**src/rtl/fx_ctl_pkg.sv**
```systemverilog
package fx_ctl_pkg;
  localparam int BYTE_W = 8;
  localparam int ADDR_W = 7;

  typedef enum logic [2:0] {
    ST_IDLE, ST_ADDR, ST_SUB, ST_WDATA, ST_ACK, ST_READ, ST_MACK, ST_SKIP
  } link_state_t;

  // slave address pattern: strap, 1, strap, 0000
  function automatic logic [ADDR_W-1:0] slave_addr(input logic strap);
    return {strap, 1'b1, strap, 4'b0000};
  endfunction

  function automatic logic [BYTE_W-1:0] status_byte(input logic [2:0] id, input logic flag);
    return {4'b0000, id, flag};
  endfunction

  function automatic logic [BYTE_W-1:0] conv_byte(input logic ok, input logic [5:0] code);
    return {1'b0, ok, code};
  endfunction
endpackage

```
**src/rtl/fx_link_engine.sv**
```systemverilog
module fx_link_engine
  import fx_ctl_pkg::*;
(
  input  logic              clk,
  input  logic              rst_n,
  input  logic              scl_i,
  input  logic              sda_i,
  input  logic [ADDR_W-1:0] own_addr,
  input  logic [BYTE_W-1:0] tx_byte,
  output logic              sda_pull_o,
  output logic              addr_hit_o,
  output logic              addr_rd_o,
  output logic              sub_ev_o,
  output logic              wdat_ev_o,
  output logic              rd_done_o,
  output logic [BYTE_W-1:0] rx_byte_o
);
  localparam logic [3:0] FULL = 4'(BYTE_W);

  logic scl_s1, scl_s2, scl_p;
  logic sda_s1, sda_s2, sda_p;
  link_state_t state, ack_to;
  logic [3:0]        cnt;
  logic [BYTE_W-1:0] shreg;
  logic              mack_ok;

  // named bus events
  logic scl_rise, scl_fall, start_c, stop_c;
  assign scl_rise = scl_s2 & ~scl_p;
  assign scl_fall = ~scl_s2 & scl_p;
  assign start_c  = scl_s2 & scl_p & sda_p & ~sda_s2;
  assign stop_c   = scl_s2 & scl_p & ~sda_p & sda_s2;

  always_ff @(posedge clk or negedge rst_n) begin
    if (!rst_n) begin
      scl_s1 <= 1'b1; scl_s2 <= 1'b1; scl_p <= 1'b1;
      sda_s1 <= 1'b1; sda_s2 <= 1'b1; sda_p <= 1'b1;
    end else begin
      scl_s1 <= scl_i;  scl_s2 <= scl_s1; scl_p <= scl_s2;
      sda_s1 <= sda_i;  sda_s2 <= sda_s1; sda_p <= sda_s2;
    end
  end

  always_ff @(posedge clk or negedge rst_n) begin
    if (!rst_n) begin
      state      <= ST_IDLE;
      ack_to     <= ST_IDLE;
      cnt        <= '0;
      shreg      <= '0;
      mack_ok    <= 1'b0;
      sda_pull_o <= 1'b0;
      addr_hit_o <= 1'b0;
      addr_rd_o  <= 1'b0;
      sub_ev_o   <= 1'b0;
      wdat_ev_o  <= 1'b0;
      rd_done_o  <= 1'b0;
      rx_byte_o  <= '0;
    end else begin
      addr_hit_o <= 1'b0;
      sub_ev_o   <= 1'b0;
      wdat_ev_o  <= 1'b0;
      rd_done_o  <= 1'b0;
      if (start_c) begin
        state      <= ST_ADDR;
        cnt        <= '0;
        sda_pull_o <= 1'b0;
      end else if (stop_c) begin
        state      <= ST_IDLE;
        sda_pull_o <= 1'b0;
      end else begin
        case (state)
          ST_ADDR, ST_SUB, ST_WDATA: begin
            if (scl_rise && cnt < FULL) begin
              shreg <= {shreg[BYTE_W-2:0], sda_s2};
              cnt   <= cnt + 4'd1;
            end else if (scl_fall && cnt == FULL) begin
              cnt       <= '0;
              rx_byte_o <= shreg;
              if (state == ST_ADDR) begin
                if (shreg[BYTE_W-1:1] == own_addr) begin
                  sda_pull_o <= 1'b1;
                  state      <= ST_ACK;
                  ack_to     <= shreg[0] ? ST_READ : ST_SUB;
                  addr_hit_o <= 1'b1;
                  addr_rd_o  <= shreg[0];
                end else begin
                  state <= ST_SKIP;
                end
              end else begin
                sda_pull_o <= 1'b1;
                state      <= ST_ACK;
                ack_to     <= ST_WDATA;
                if (state == ST_SUB) sub_ev_o <= 1'b1;
                else                 wdat_ev_o <= 1'b1;
              end
            end
          end
          ST_ACK: begin
            if (scl_fall) begin
              if (ack_to == ST_READ) begin
                sda_pull_o <= ~tx_byte[BYTE_W-1];
                shreg      <= {tx_byte[BYTE_W-2:0], 1'b0};
                cnt        <= 4'd1;
                state      <= ST_READ;
              end else begin
                sda_pull_o <= 1'b0;
                cnt        <= '0;
                state      <= ack_to;
              end
            end
          end
          ST_READ: begin
            if (scl_fall) begin
              if (cnt == FULL) begin
                sda_pull_o <= 1'b0;
                state      <= ST_MACK;
              end else begin
                sda_pull_o <= ~shreg[BYTE_W-1];
                shreg      <= {shreg[BYTE_W-2:0], 1'b0};
                cnt        <= cnt + 4'd1;
              end
            end
          end
          ST_MACK: begin
            if (scl_rise) begin
              mack_ok   <= ~sda_s2;
              rd_done_o <= 1'b1;
            end else if (scl_fall) begin
              if (mack_ok) begin
                sda_pull_o <= ~tx_byte[BYTE_W-1];
                shreg      <= {tx_byte[BYTE_W-2:0], 1'b0};
                cnt        <= 4'd1;
                state      <= ST_READ;
              end else begin
                sda_pull_o <= 1'b0;
                state      <= ST_SKIP;
              end
            end
          end
          default: ;
        endcase
      end
    end
  end


  pull_window_chk: assert property (@(posedge clk) disable iff (!rst_n)
    sda_pull_o |-> (state == ST_ACK || state == ST_READ));

  start_addr_chk: assert property (@(posedge clk) disable iff (!rst_n)
    start_c |=> (state == ST_ADDR && !sda_pull_o));

  stop_idle_chk: assert property (@(posedge clk) disable iff (!rst_n)
    (stop_c && !start_c) |=> (state == ST_IDLE));

  nack_release_chk: assert property (@(posedge clk) disable iff (!rst_n)
    (state == ST_MACK && scl_fall && !mack_ok && !start_c && !stop_c) |=> (!sda_pull_o && state == ST_SKIP));
endmodule

```
**src/rtl/fx_reg_file.sv**
```systemverilog
module fx_reg_file
  import fx_ctl_pkg::*;
#(
  parameter int         LVL_W   = 6,
  parameter int         NUM_IN  = 5,
  parameter int         NUM_OUT = 3,
  parameter logic [2:0] ID_CODE = 3'b000
) (
  input  logic                        clk,
  input  logic                        rst_n,
  input  logic                        addr_hit,
  input  logic                        addr_rd,
  input  logic                        sub_ev,
  input  logic                        wdat_ev,
  input  logic                        rd_done,
  input  logic [BYTE_W-1:0]           rx_byte,
  input  logic                        pwr_lost,
  input  logic [LVL_W-1:0]            c0_code,
  input  logic                        c0_ok,
  input  logic [LVL_W-1:0]            c1_code,
  input  logic                        c1_ok,
  output logic [BYTE_W-1:0]           tx_byte,
  output logic [3:0]                  mode_q,
  output logic [NUM_IN-2:0][LVL_W-1:0] lvl_q
);
  localparam int         RD_W   = $clog2(NUM_OUT + 1);
  localparam logic [BYTE_W-1:0] IN_LIM = BYTE_W'(NUM_IN);
  localparam logic [RD_W-1:0]   RD_LIM = RD_W'(NUM_OUT);

  logic [BYTE_W-1:0] wptr;
  logic [RD_W-1:0]   rptr;
  logic              flag_q;
  logic [NUM_IN-1:0] wr_en;
  logic              status_ack;   // master answered the status byte
  logic              discard_wr;   // data byte past the map

  assign status_ack = rd_done && (rptr == '0);
  assign discard_wr = wdat_ev && (wptr >= IN_LIM);

  always_comb begin
    for (int i = 0; i < NUM_IN; i++)
      wr_en[i] = wdat_ev && (wptr == BYTE_W'(i));
  end

  always_ff @(posedge clk or negedge rst_n) begin
    if (!rst_n) begin
      wptr <= '0;
    end else if (sub_ev) begin
      wptr <= rx_byte;
    end else if (wdat_ev && wptr != '1) begin
      wptr <= wptr + 1'b1;
    end
  end

  always_ff @(posedge clk or negedge rst_n) begin
    if (!rst_n)           mode_q <= '0;
    else if (wr_en[0])    mode_q <= rx_byte[3:0];
  end

  for (genvar g = 0; g < NUM_IN - 1; g++) begin : g_lvl
    always_ff @(posedge clk or negedge rst_n) begin
      if (!rst_n)             lvl_q[g] <= '0;
      else if (wr_en[g + 1])  lvl_q[g] <= rx_byte[LVL_W-1:0];
    end
  end

  always_ff @(posedge clk or negedge rst_n) begin
    if (!rst_n)                        rptr <= '0;
    else if (addr_hit && addr_rd)      rptr <= '0;
    else if (rd_done && rptr < RD_LIM) rptr <= rptr + 1'b1;
  end

  always_ff @(posedge clk or negedge rst_n) begin
    if (!rst_n)          flag_q <= 1'b1;
    else if (pwr_lost)   flag_q <= 1'b1;
    else if (status_ack) flag_q <= 1'b0;
  end

  always_comb begin
    case (rptr)
      RD_W'(0): tx_byte = status_byte(ID_CODE, flag_q);
      RD_W'(1): tx_byte = conv_byte(c0_ok, 6'(c0_code));
      RD_W'(2): tx_byte = conv_byte(c1_ok, 6'(c1_code));
      default:  tx_byte = '0;
    endcase
  end


  wr_onehot_chk: assert property (@(posedge clk) disable iff (!rst_n) $onehot0(wr_en));

  discard_chk: assert property (@(posedge clk) disable iff (!rst_n)
    discard_wr |=> ($stable(mode_q) && $stable(lvl_q)));

  flag_set_chk: assert property (@(posedge clk) disable iff (!rst_n) pwr_lost |=> flag_q);

  flag_clear_chk: assert property (@(posedge clk) disable iff (!rst_n)
    $fell(flag_q) |-> $past(status_ack));

  rptr_range_chk: assert property (@(posedge clk) disable iff (!rst_n) rptr <= RD_LIM);
endmodule

```
**src/rtl/fx_feature_sel.sv**
```systemverilog
module fx_feature_sel #(
  parameter int LVL_W = 6,
  parameter int NLVL  = 4,
  parameter int NMODE = 3
) (
  input  logic                       sel_bus,
  input  logic [NLVL-1:0][LVL_W-1:0] reg_lvl,
  input  logic [NLVL-1:0][LVL_W-1:0] pin_lvl,
  input  logic [NMODE-1:0]           reg_mode,
  input  logic [NMODE-1:0]           pin_mode,
  output logic [NLVL-1:0][LVL_W-1:0] eff_lvl,
  output logic [NMODE-1:0]           eff_mode
);
  for (genvar g = 0; g < NLVL; g++) begin : g_lvl
    assign eff_lvl[g] = sel_bus ? reg_lvl[g] : pin_lvl[g];
  end
  for (genvar m = 0; m < NMODE; m++) begin : g_mode
    assign eff_mode[m] = sel_bus ? reg_mode[m] : pin_mode[m];
  end
endmodule

```
**src/rtl/fx_ctl_slave.sv**
```systemverilog
module fx_ctl_slave
  import fx_ctl_pkg::*;
#(
  parameter int         LVL_W   = 6,
  parameter int         NUM_IN  = 5,
  parameter int         NUM_OUT = 3,
  parameter logic [2:0] ID_CODE = 3'b000
) (
  input  logic             clk,
  input  logic             rst_n,
  input  logic             scl_i,
  input  logic             sda_i,
  input  logic             addr_sel_i,
  input  logic             pwr_lost_i,
  input  logic [LVL_W-1:0] conv0_code_i,
  input  logic             conv0_ok_i,
  input  logic [LVL_W-1:0] conv1_code_i,
  input  logic             conv1_ok_i,
  input  logic [LVL_W-1:0] pin_peak_i,
  input  logic [LVL_W-1:0] pin_steep_i,
  input  logic [LVL_W-1:0] pin_core_i,
  input  logic [LVL_W-1:0] pin_width_i,
  input  logic             pin_wide_i,
  input  logic             pin_dbl_i,
  input  logic             pin_amp_i,
  output logic             sda_pull_o,
  output logic             bus_ctl_o,
  output logic [LVL_W-1:0] peak_o,
  output logic [LVL_W-1:0] steep_o,
  output logic [LVL_W-1:0] core_o,
  output logic [LVL_W-1:0] width_o,
  output logic             wide_o,
  output logic             dbl_o,
  output logic             amp_o
);
  localparam int NLVL = NUM_IN - 1;

  logic              addr_hit, addr_rd, sub_ev, wdat_ev, rd_done;
  logic [BYTE_W-1:0] rx_byte, tx_byte;
  logic [3:0]        mode_q;
  logic [NLVL-1:0][LVL_W-1:0] lvl_q, pin_lvl, eff_lvl;
  logic [2:0]        eff_mode;

  fx_link_engine u_link (
    .clk        (clk),
    .rst_n      (rst_n),
    .scl_i      (scl_i),
    .sda_i      (sda_i),
    .own_addr   (slave_addr(addr_sel_i)),
    .tx_byte    (tx_byte),
    .sda_pull_o (sda_pull_o),
    .addr_hit_o (addr_hit),
    .addr_rd_o  (addr_rd),
    .sub_ev_o   (sub_ev),
    .wdat_ev_o  (wdat_ev),
    .rd_done_o  (rd_done),
    .rx_byte_o  (rx_byte)
  );

  fx_reg_file #(
    .LVL_W(LVL_W), .NUM_IN(NUM_IN), .NUM_OUT(NUM_OUT), .ID_CODE(ID_CODE)
  ) u_regs (
    .clk      (clk),
    .rst_n    (rst_n),
    .addr_hit (addr_hit),
    .addr_rd  (addr_rd),
    .sub_ev   (sub_ev),
    .wdat_ev  (wdat_ev),
    .rd_done  (rd_done),
    .rx_byte  (rx_byte),
    .pwr_lost (pwr_lost_i),
    .c0_code  (conv0_code_i),
    .c0_ok    (conv0_ok_i),
    .c1_code  (conv1_code_i),
    .c1_ok    (conv1_ok_i),
    .tx_byte  (tx_byte),
    .mode_q   (mode_q),
    .lvl_q    (lvl_q)
  );

  assign pin_lvl = {pin_width_i, pin_core_i, pin_steep_i, pin_peak_i};

  fx_feature_sel #(.LVL_W(LVL_W), .NLVL(NLVL), .NMODE(3)) u_sel (
    .sel_bus  (mode_q[0]),
    .reg_lvl  (lvl_q),
    .pin_lvl  (pin_lvl),
    .reg_mode (mode_q[3:1]),
    .pin_mode ({pin_wide_i, pin_dbl_i, pin_amp_i}),
    .eff_lvl  (eff_lvl),
    .eff_mode (eff_mode)
  );

  assign bus_ctl_o = mode_q[0];
  assign peak_o    = eff_lvl[0];
  assign steep_o   = eff_lvl[1];
  assign core_o    = eff_lvl[2];
  assign width_o   = eff_lvl[3];
  assign amp_o     = eff_mode[0];
  assign dbl_o     = eff_mode[1];
  assign wide_o    = eff_mode[2];


  bus_hold_chk: assert property (@(posedge clk) disable iff (!rst_n)
    (bus_ctl_o && $past(bus_ctl_o) && !wdat_ev && !$past(wdat_ev)) |-> $stable(peak_o));
endmodule

```
**config.mk**
```make
export PLATFORM = sky130hd
export DESIGN_NAME = fx_ctl_slave
export DESIGN_NICKNAME = d
export VERILOG_FILES = /design/src/rtl/fx_ctl_pkg.sv /design/src/rtl/fx_link_engine.sv /design/src/rtl/fx_reg_file.sv /design/src/rtl/fx_feature_sel.sv /design/src/rtl/fx_ctl_slave.sv
export SDC_FILE = /design/constraint.sdc
export NUM_CORES = 1
export LEC_CHECK = 0
export BUFFER_PORTS_ARGS = -buffer_cell sky130_fd_sc_hd__buf_2
export CORE_ASPECT_RATIO = 0.5
export CORE_MARGIN = 2
export CORE_UTILIZATION = 45
export DETAILED_ROUTE_END_ITERATION = 8
export GPL_ROUTABILITY_DRIVEN = 1
export PLACE_DENSITY = 0.68
export SYNTH_ARGS = -nofsm -noshare
export SYNTH_HDL_FRONTEND = slang
export SYNTH_HIERARCHICAL = 1
export SYNTH_SLANG_ARGS = --single-unit
export TNS_END_PERCENT = 20
```
**constraint.sdc**
```tcl
create_clock -name clk -period 3.55 [get_ports clk]
set_input_delay 0.355 -clock clk [delete_from_list [all_inputs] [get_ports clk]]
set_output_delay 0.355 -clock clk [all_outputs]
set_load 0.01 [all_outputs]
```
==> impl_metrics.py, run 1 <==
metrics = {
    "run_status": {
        "status": "completed",
    },
    "cts": {
        "cts_made_buffers": 9,
        "clk_pin_slew_ps": 60,
        "cts-root-buf": "clkbuf_16",
        "cts_tree": "yes",
        "htreeDepth": 3,
        "cts_buffer_depth": 2,
        "cts_resized": 0,
        "clock_latency_ps": 340,
        "clock-sinks": 78,
        "postCtsHoldBufs": 0,
        "post-cts-setup-buffers": 0,
    },
    "hold_path": {
        "min_path_type": "input pin to flop",
    },
    "route": {
        "vias": 3045,
        "vias_per_cell": 5.438,
        "wl_per_cell_um": 15.47,
        "wl_mm": 8.663,
        "dr.pass1.iters": 6,
        "drtIter0Drc": 157,
        "ant_nets": 0,
        "drc_errors": 0,
    },
    "synthesis": {
        "synth_top_area_share": 0.4123,
        "ys_types": 66,
        "avgSynthCellArea_um2": 12.04,
        "netlist_area_um2": 4309,
        "synth_edf_count": 0,
        "async_reset_ff_frac": 1.000,
        "synth_cells": 358,
        "seq_area_frac_synth": 0.4550,
        "yosys_register_bits": 78,
        "yosys.area.top_type": "dfrtp_1",
        "yosysWarnings": 6,
        "synth-main-ff-cell": "dfrtp_1",
        "yosys-top-cells-area": "dfrtp_1 (41%), mux2_2 (14%), mux2_4 (7.0%)",
    },
    "placed_design": {
        "place_ws_ps": 1127,
        "routabilityCongestion": 0.9289,
        "dp_hpwl_mm": 6.212,
        "numPortBuffers": 75,
    },
    "power_and_ir_drop": {
        "peakVddDrop_mv": 0.2079,
        "p_leak_nw": 2.443,
        "p_per_area_nw_per_um2": 481.1,
    },
    "worst_setup_path": {
        "cp_max_fo": 9,
        "cp-start-kind": "flop",
        "worstSetupEndpointType": "flop",
        "reg2reg_slack_ps": 1080,
        "critPathKind": "flop to flop",
        "required_ps": 3770,
        "cp.arrival_ps": 2680,
    },
    "cells_and_area": {
        "area_delta_synth_final_pct": 18.47,
        "diodes": 0,
        "regArea_um2": 1961,
        "multi_input_area_um2": 2200,
        "nFillCells": 796,
        "final_layout_size_suffix_gt1_frac": 0.4282,
        "nets": 492,
    },
    "floorplan": {
        "start_util": 0.4592,
        "die_height_um": 73.20,
        "placementRows": 25,
        "fp.coreArea_um2": 9384,
        "io_pins": 76,
        "die_x_um": 142.4,
        "die-area_um2": 10420,
    },
    "sta": {
        "worst_clock_skew_ps": 8.844,
        "finalSetupViolCount": 0,
        "rsz0062_at_grt": "false",
        "hold_slack_ps": 125.9,
        "fin_crit_sh": 0.6950,
        "finalWorstSetupSlack_ps": 1083,
        "slew_headroom": 0.3674,
        "slew_violations": 0,
        "period_needed_ps": 2467,
        "tightest_slew_ps": 948.9,
        "hold_viol": 0,
        "finalSetupTns_ps": 0,
        "fmax_ghz": 0.4053,
    },
    "grt": {
        "gr-usage-met1": 0.2339,
        "grt_pass1_vias": 2887,
        "grt_pass1_wl_mm": 14.31,
        "grt_use_met2": 0.2915,
        "grtUsageMet3": 0.05577,
        "antenna_found_initial": 0,
        "grt_max_degree": 79,
        "grt_usage": 0.1773,
        "gr-total-overflow": 0,
        "busiest_layer": "met2",
    },
    "job": {
        "maxCapViolCount": 0,
    },
}
==> power by group <==
part | total [mW] | leakage, nW | internal, mW | switching (mW)
registers | 1.05 | 1.03 | 0.959 | 0.0907
clock network | 1.07 | 0.173 | 0.710 | 0.361
logic | 0.335 | 1.24 | 0.190 | 0.145
total | 2.46 | 2.44 | 1.86 | 0.597
==> critical path: stages, from the launching register on <==
cell and delay (ps):
dfstp_2 570, nor3b_1 520, nor2_1 160, nor4_4 670
mux2_2 410
==> placed cells by master (no fill, tap or decap), types with 11 or more instances in the layout <==
cell type	synthesis	layout
buf_2	2	74
dfrtp_1	71	71
mux2_2	55	55
nor2_1	21	21
mux2_4	20	20
nand2_1	15	15
o21ai_0	13	13
inv_1	12	12
ha_1	11	11
==> registers in the layout (all words and copies together) (netlist names), 2 cells and up <==
register          flops
u_link/ack_to         3
u_link/cnt            4
u_link/rx_byte_o      8
u_link/shreg          8
u_link/state          3
u_regs/lvl_q         24
u_regs/mode_q         4
u_regs/rptr           2
u_regs/wptr           8
==> cells by family after synthesis <==
logic type,synth area share
muxes,0.2230
and+or+nand+nor,0.1362
buffers and inverters,0.03862
other,0.002613
xor gates and xnor gates,0.01626
AOI/OAI and AO/OA,0.09640
DFF,0.4550
adders and majority gates,0.03194
==> worst paths after layout <==
kind                                          from                           to  cells past startpoint
setup / recovery           u_link/scl_s2$_DFF_PN1_  u_link/shreg[3]$_DFFE_PN0P_                      4
hold / removal                               sda_i      u_link/sda_s1$_DFF_PN1_                      1
setup reg to reg           u_link/scl_s2$_DFF_PN1_  u_link/shreg[3]$_DFFE_PN0P_                      4
hold reg to reg            u_link/scl_s1$_DFF_PN1_      u_link/scl_s2$_DFF_PN1_                      0
max in group asynchronous                    rst_n    u_link/cnt[2]$_DFFE_PN0P_                      1
min in group asynchronous                    rst_n  u_link/state[0]$_DFFE_PN0P_                      1
==> cells in the mapped netlist, types with 2 or more instances <==
library cell   n
nor2b_1        5
mux2_4        20
mux2_2        55
nor3b_1        4
a21oi_1        6
nor3_1         5
xnor2_1        8
nor4_4         2
buf_2          2
and3b_1        2
nand3_1        9
nand3b_1       2
nor2_1        21
nand2b_1       4
nand4_1        2
a22oi_1        6
or4_1          3
dfrtp_1       71
clkbuf_1       6
buf_4          2
o21a_1         2
conb_1         3
buf_6          3
o31ai_1        3
a21o_1         3
ha_1          11
o21ai_0       13
o2111ai_1      3
and4b_1        2
o311ai_0       2
dfstp_2        7
nand2_1       15
and4_1         2
mux2i_1        3
buf_12         2
nand4b_2       3
inv_1         12
a31oi_1        2
a211oi_1       3
and3_1         3
==> layout make-up <==
type	instances	share of cell area
Multi-Input combinational cell	256	0.4309
Sequential cell	78	0.3841
Timing Repair Buffer	77	0.07696
Clock buffer	10	0.04681
Tap cell	121	0.02966
Clock inverter	6	0.02279
Inverter	12	0.008824
==> metrics by stage <==
stage | area (um2) | total power [mW] | cells | util
final | 5105 | 2.456 | 560 | 0.5440
after global routing | 5105 | 2.572 | 560 | 0.5440
after CTS | 5105 | 2.488 | 560 | 0.5440
after detailed placement | 4750 | 1.404 | 544 | 0.5061
after global placement | 4750 | 1.393 | 544 | 0.5061
after floorplan | 4320 | 1.280 | 361 | -
==> per-layer routing <==
metal  vias to the layer above  wire length (um)
met4                         0                64
met1                      1512              4112
li1                       1461                 -
met5                         -                 0
met2                        64              4086
met3                         8               399
Note: power is estimated with default switching activity, not from simulation.
==> run 2, diff against run 1 <==
--- a/config.mk
+++ b/config.mk
@@ -11,7 +11,7 @@
 export CORE_UTILIZATION = 45
 export DETAILED_ROUTE_END_ITERATION = 8
 export GPL_ROUTABILITY_DRIVEN = 1
-export PLACE_DENSITY = 0.68
+export PLACE_DENSITY = 0.71
 export SYNTH_ARGS = -nofsm -noshare
 export SYNTH_HDL_FRONTEND = slang
 export SYNTH_HIERARCHICAL = 1
==> constraint.sdc (replaced) <==
create_clock -name clk -period 2.25 [get_ports clk]
set_input_delay 0.225 -clock clk [delete_from_list [all_inputs] [get_ports clk]]
set_output_delay 0.225 -clock clk [all_outputs]
set_load 0.01 [all_outputs]
==> impl_metrics.py, run 2 (synthesis results as in run 1) <==
metrics = {
    "run_status": {
        "status": "completed",
    },
    "power_and_ir_drop": {
        "p_int_mw": 2.836,
        "peakVddDrop_mv": 0.4373,
        "sw_frac_of_total": 0.2492,
        "p_clk_frac": 0.411,
        "seqPwrFrac": 0.437,
        "fin_total_pwr_mw": 3.778,
        "p_leak_nw": 2.494,
        "p_sw_mw": 0.9415,
        "p_per_area_nw_per_um2": 728.1,
        "p_comb_frac": 0.152,
    },
    "cts": {
        "cts_made_buffers": 9,
        "cts-root-buf": "clkbuf_16",
        "cts_tree": "yes",
        "cts_buffer_depth": 2,
        "clock_latency_ps": 340,
        "clk_pin_slew_ps": 60,
        "htreeDepth": 3,
        "clock-sinks": 78,
    },
    "worst_setup_path": {
        "cp.arrival_ps": 2280,
        "critPathKind": "flop to flop",
        "crit_slowest_cell": "dfrtp_1",
        "cp-start-kind": "flop",
        "path_cells": "inv_1 > ha_1 > and3b_1 > a32oi_2 > nand2_1 > nor4_4 > buf_6 > mux2_2",
        "cp_max_fo": 8,
        "required_ps": 2470,
        "critPathMaxStageDelay_ps": 410,
        "worstSetupEndpointType": "flop",
    },
    "cells_and_area": {
        "final_cell_mix": "buf_2 (74), dfrtp_1 (71), mux2_2 (55), nor2_1 (21), mux2_4 (20)",
        "fin_cells": 572,
        "nFillCells": 785,
        "regArea_um2": 1961,
        "final_area_um2": 5189,
        "largest_reg_flops": 24,
        "layout_commonest_cell": "buf_2",
        "multi_input_area_um2": 2207,
        "nets": 505,
        "area_delta_synth_final_pct": 20.41,
        "final_layout_size_suffix_gt1_frac": 0.4390,
        "diodes": 0,
        "regMostFlops": "u_regs/lvl_q",
    },
    "grt": {
        "grt_max_degree": 39,
        "gr-total-overflow": 0,
        "grt_pass1_wl_mm": 14.62,
        "grt_usage": 0.1804,
        "antenna_found_initial": 0,
        "grt_pass1_vias": 3009,
    },
    "placed_design": {
        "dp_hpwl_mm": 6.342,
        "dp.cells": 553,
        "dpl-instance-area_um2": 4817,
        "numPortBuffers": 75,
        "routabilityCongestion": 0.8949,
    },
    "sta": {
        "rsz0062_at_grt": "false",
        "fmax_ghz": 0.4852,
        "finalSetupViolCount": 0,
        "fin_crit_sh": 0.9160,
        "slew_violations": 0,
        "finalSetupTns_ps": 0,
        "slew_headroom": 0.6394,
        "period_needed_ps": 2061,
        "hold_viol": 0,
        "tightest_slew_ps": 538.3,
        "worst_clock_skew_ps": 7.160,
    },
    "route": {
        "wl_per_cell_um": 15.16,
        "drc_errors": 0,
        "wl_mm": 8.672,
        "drtIter0Drc": 239,
        "dr.pass1.iters": 4,
        "vias_per_cell": 5.406,
        "ant_nets": 0,
        "vias": 3092,
    },
    "floorplan": {
        "die-area_um2": 10420,
        "fp.coreArea_um2": 9384,
        "die_x_um": 142.4,
        "start_util": 0.4592,
        "die_height_um": 73.20,
        "placementRows": 25,
        "io_pins": 76,
    },
    "hold_path": {
        "min_path_type": "input pin to flop",
    },
    "job": {
        "maxCapViolCount": 0,
    },
}
-- run 2: cell types whose count changed in the layout (fill, tap and decap cells not counted) --
cell and change:
clkinvlp_4 +2, a32oi_2 +1, buf_6 +1, dlygate4sd3_1 +3, a32oi_1 -1, buf_4 +9
bufinv_16 -1, inv_6 -1, clkinv_4 -1
-- run 2: critical path: cells and delay by family, from the launching register on --
kind | cells | cell delay (ps)
compound gates | 1 | 220
mux | 1 | 330
buf+inv | 2 | 250
simple gates | 3 | 520
flops | 1 | 410
fa+ha+maj | 1 | 210
-- run 2: per-stage QoR --
stage                     hold slack, ps  setup WS, ps  utilization
after floorplan                   -70.59         135.7            -
after global placement             228.3         107.5       0.5133
after detailed placement           229.3         56.90       0.5133
after CTS                          61.91         52.07       0.5509
after global routing               74.19         18.68       0.5529
final                              69.65         188.9       0.5529
-- run 2: path summary, 6_finish.rpt --
| path | from | end | slack, ps | depth (start not counted) |
|---|---|---|---|---|
| worst max-delay path | u_link/cnt[0]$_DFFE_PN0P_ | u_link/shreg[5]$_DFFE_PN0P_ | 190 | 8 |
| worst min-delay path | pwr_lost_i | u_regs/flag_q$_DFFE_PN1P_ | 70 | 2 |
| worst max register to register | u_link/cnt[0]$_DFFE_PN0P_ | u_link/shreg[5]$_DFFE_PN0P_ | 190 | 8 |
| worst min register to register | u_link/scl_s1$_DFF_PN1_ | u_link/scl_s2$_DFF_PN1_ | 350 | 0 |
| max in group asynchronous | rst_n | u_link/scl_p$_DFF_PN1_ | 1160 | 3 |
| min in group asynchronous | rst_n | u_regs/lvl_q[2]$_DFFE_PN0P_ | 390 | 2 |
-- run 2: repair_timing --
action / 4_1_cts / 5_1_grt
buffers inserted: 0 / 1
resized for setup: 0 / 2
setup endpoints to repair: 0 / 7
hold buffers: 3 / 0
endpoints found under the hold margin: 37 / 0
-- run 2: final cells by class --
type / count / share of cell area
Tap cell: 121 / 0.02918
Timing Repair Buffer: 90 / 0.09670
Inverter: 12 / 0.008681
Multi-Input combinational cell: 256 / 0.4254
Clock inverter: 5 / 0.01616
Sequential cell: 78 / 0.3779
Clock buffer: 10 / 0.04606
-- run 2: metal layers --
layer / vias to the layer above / track usage / part of all wire
met5: - / 0 / 0
met1: 1497 / 0.2329 / 0.48
li1: 1489 / - / -
met3: 19 / 0.05512 / 0.050
met4: 0 / 0.05941 / 0.016
met2: 87 / 0.2947 / 0.46
-- run 2: power groups by stage --
stage / clock network (mW) / logic (mW) / registers (mW)
3_5_place_dp: 0 / 0.556 / 1.67
5_1_grt: 1.65 / 0.635 / 1.67
6_report: 1.55 / 0.574 / 1.65
3_3_place_gp: 0 / 0.543 / 1.67
4_1_cts: 1.59 / 0.566 / 1.65
2_1_floorplan: 0 / 0.401 / 1.62
==> run 3, diff against run 2 <==
--- a/config.mk
+++ b/config.mk
@@ -11,7 +11,7 @@
 export CORE_UTILIZATION = 45
 export DETAILED_ROUTE_END_ITERATION = 8
 export GPL_ROUTABILITY_DRIVEN = 1
-export PLACE_DENSITY = 0.71
+export PLACE_DENSITY = 0.73
 export SYNTH_ARGS = -nofsm -noshare
 export SYNTH_HDL_FRONTEND = slang
 export SYNTH_HIERARCHICAL = 1
==> constraint.sdc (replaced) <==
create_clock -name clk -period 2.6 [get_ports clk]
set_input_delay 0.26 -clock clk [delete_from_list [all_inputs] [get_ports clk]]
set_output_delay 0.26 -clock clk [all_outputs]
set_load 0.01 [all_outputs]
==> impl_metrics.py, run 3 (synthesis results as in run 1) <==
metrics = {
    "cells_and_area": {
        "final_cell_mix": "buf_2 (74), dfrtp_1 (71), mux2_2 (55), nor2_1 (21), mux2_4 (20)",
        "largest_reg_flops": 24,
        "regMostFlops": "u_regs/lvl_q",
        "layout_commonest_cell": "buf_2",
        "diodes": 0,
        "final_area_um2": 5104,
        "nFillCells": 790,
        "fin_cells": 564,
        "area_delta_synth_final_pct": 18.44,
        "nets": 496,
        "final_layout_size_suffix_gt1_frac": 0.4312,
        "final_util": 0.5439,
    },
    "cts": {
        "cts-root-buf": "clkbuf_16",
        "clk_pin_slew_ps": 60,
        "clock_latency_ps": 330,
        "cts_tree": "yes",
        "cts_made_buffers": 9,
        "postCtsHoldBufs": 0,
        "cts_resized": 0,
        "htreeDepth": 3,
        "post-cts-setup-buffers": 0,
        "clock-sinks": 78,
        "cts_buffer_depth": 2,
    },
    "job": {
        "maxCapViolCount": 0,
    },
    "grt": {
        "grt_pass1_vias": 2860,
        "grt_usage": 0.1812,
        "gr-total-overflow": 0,
        "grt_max_degree": 79,
        "grt_pass1_wl_mm": 14.50,
        "antenna_found_initial": 0,
    },
    "floorplan": {
        "die_x_um": 142.4,
        "placementRows": 25,
        "fp.coreArea_um2": 9384,
        "io_pins": 76,
        "die_height_um": 73.20,
        "die-area_um2": 10420,
        "start_util": 0.4592,
    },
    "route": {
        "drtIter0Drc": 189,
        "dr.pass1.iters": 4,
        "wl_mm": 8.875,
        "ant_nets": 0,
        "wl_per_cell_um": 15.74,
        "vias": 3019,
        "vias_per_cell": 5.353,
        "drc_errors": 0,
    },
    "hold_path": {
        "min_path_type": "input pin to flop",
        "hold_path_startpoint": "sda_i",
        "holdPathStages": 1,
    },
    "placed_design": {
        "numPortBuffers": 75,
        "dp.cells": 548,
        "dp_hpwl_mm": 6.316,
        "dpl-instance-area_um2": 4780,
        "routabilityCongestion": 0.8464,
    },
    "sta": {
        "hold_slack_ps": 27.51,
        "tightest_slew_ps": 980.7,
        "finalSetupViolCount": 0,
        "hold_viol": 0,
        "fin_crit_sh": 0.8340,
        "fmax_ghz": 0.4612,
        "period_needed_ps": 2168,
        "rsz0062_at_grt": "false",
        "finalSetupTns_ps": 0,
        "slew_headroom": 0.3462,
        "worst_clock_skew_ps": 6.046,
        "slew_violations": 0,
    },
    "power_and_ir_drop": {
        "p_leak_nw": 2.446,
        "peakVddDrop_mv": 0.3554,
        "p_per_area_nw_per_um2": 640.8,
    },
    "worst_setup_path": {
        "worstSetupStartpoint": "u_link/cnt[0]$_DFFE_PN0P_",
        "worstSetupEndpointType": "flop",
        "cp-start-kind": "flop",
        "critPathKind": "flop to flop",
        "required_ps": 2810,
        "r2r_cells": 8,
        "cp_max_fo": 9,
        "cp.arrival_ps": 2380,
        "reg2reg_from": "u_link/cnt[0]$_DFFE_PN0P_",
    },
    "run_status": {
        "status": "completed",
    },
}
==> run 3: cell count changes in the layout (fill, tap and decap cells not counted), sizes merged <==
cell         before  now
dlygate4sd3       3    0
buf              87   81
clkinvlp          2    1
inv              12   13
clkbuf           10   11
==> run 3: worst paths after layout <==
path	end	slack (ps)
setup / recovery	u_link/shreg[4]$_DFFE_PN0P_	430
min in group asynchronous	u_regs/rptr[1]$_DFFE_PN0P_	80
hold reg to reg	u_link/scl_s2$_DFF_PN1_	360
hold / removal	u_link/sda_s1$_DFF_PN1_	30
max in group asynchronous	u_regs/mode_q[3]$_DFFE_PN0P_	1880
setup reg to reg	u_link/shreg[4]$_DFFE_PN0P_	430
==> run 3: final cells by class <==
type | count | area [um2] | area share
Multi-Input combinational cell | 256 | 2200 | 0.4310
Sequential cell | 78 | 1961 | 0.3842
Timing Repair Buffer | 81 | 422.9 | 0.08286
Clock buffer | 11 | 242.7 | 0.04756
Tap cell | 121 | 151.4 | 0.02966
Clock inverter | 5 | 81.33 | 0.01594
Inverter | 12 | 45.04 | 0.008826
==> run 3: routing by layer <==
layer	vias up	wire length, um	global-route usage
li1	1482	-	-
met1	1468	4316	0.2386
met2	61	4130	0.2995
met3	8	345	0.04921
met4	0	82	0.05061
met5	-	0	0
==> run 3: where the power goes <==
part / internal [mW] / total, mW / switching (mW)
Clock: 0.868 / 1.35 / 0.482
Sequential: 1.31 / 1.44 / 0.129
Combinational: 0.271 / 0.481 / 0.210
==> run 3: worst max-delay path: stages (launching register included) <==
cell and delay (ps):
dfrtp_1 410, inv_1 60, ha_1 200, and3b_1 190, a32oi_1 240, nand2_1 120, nor4_4 250, buf_4 220
mux2_2 350
==> run 3: metrics by stage <==
stage,setup WS (ps),total power [mW]
detailed placement,441.2,1.939
global placement,484.9,1.918
global route,299.1,3.432
floorplan,485.7,1.748
CTS,439.1,3.309
finish,431.5,3.270
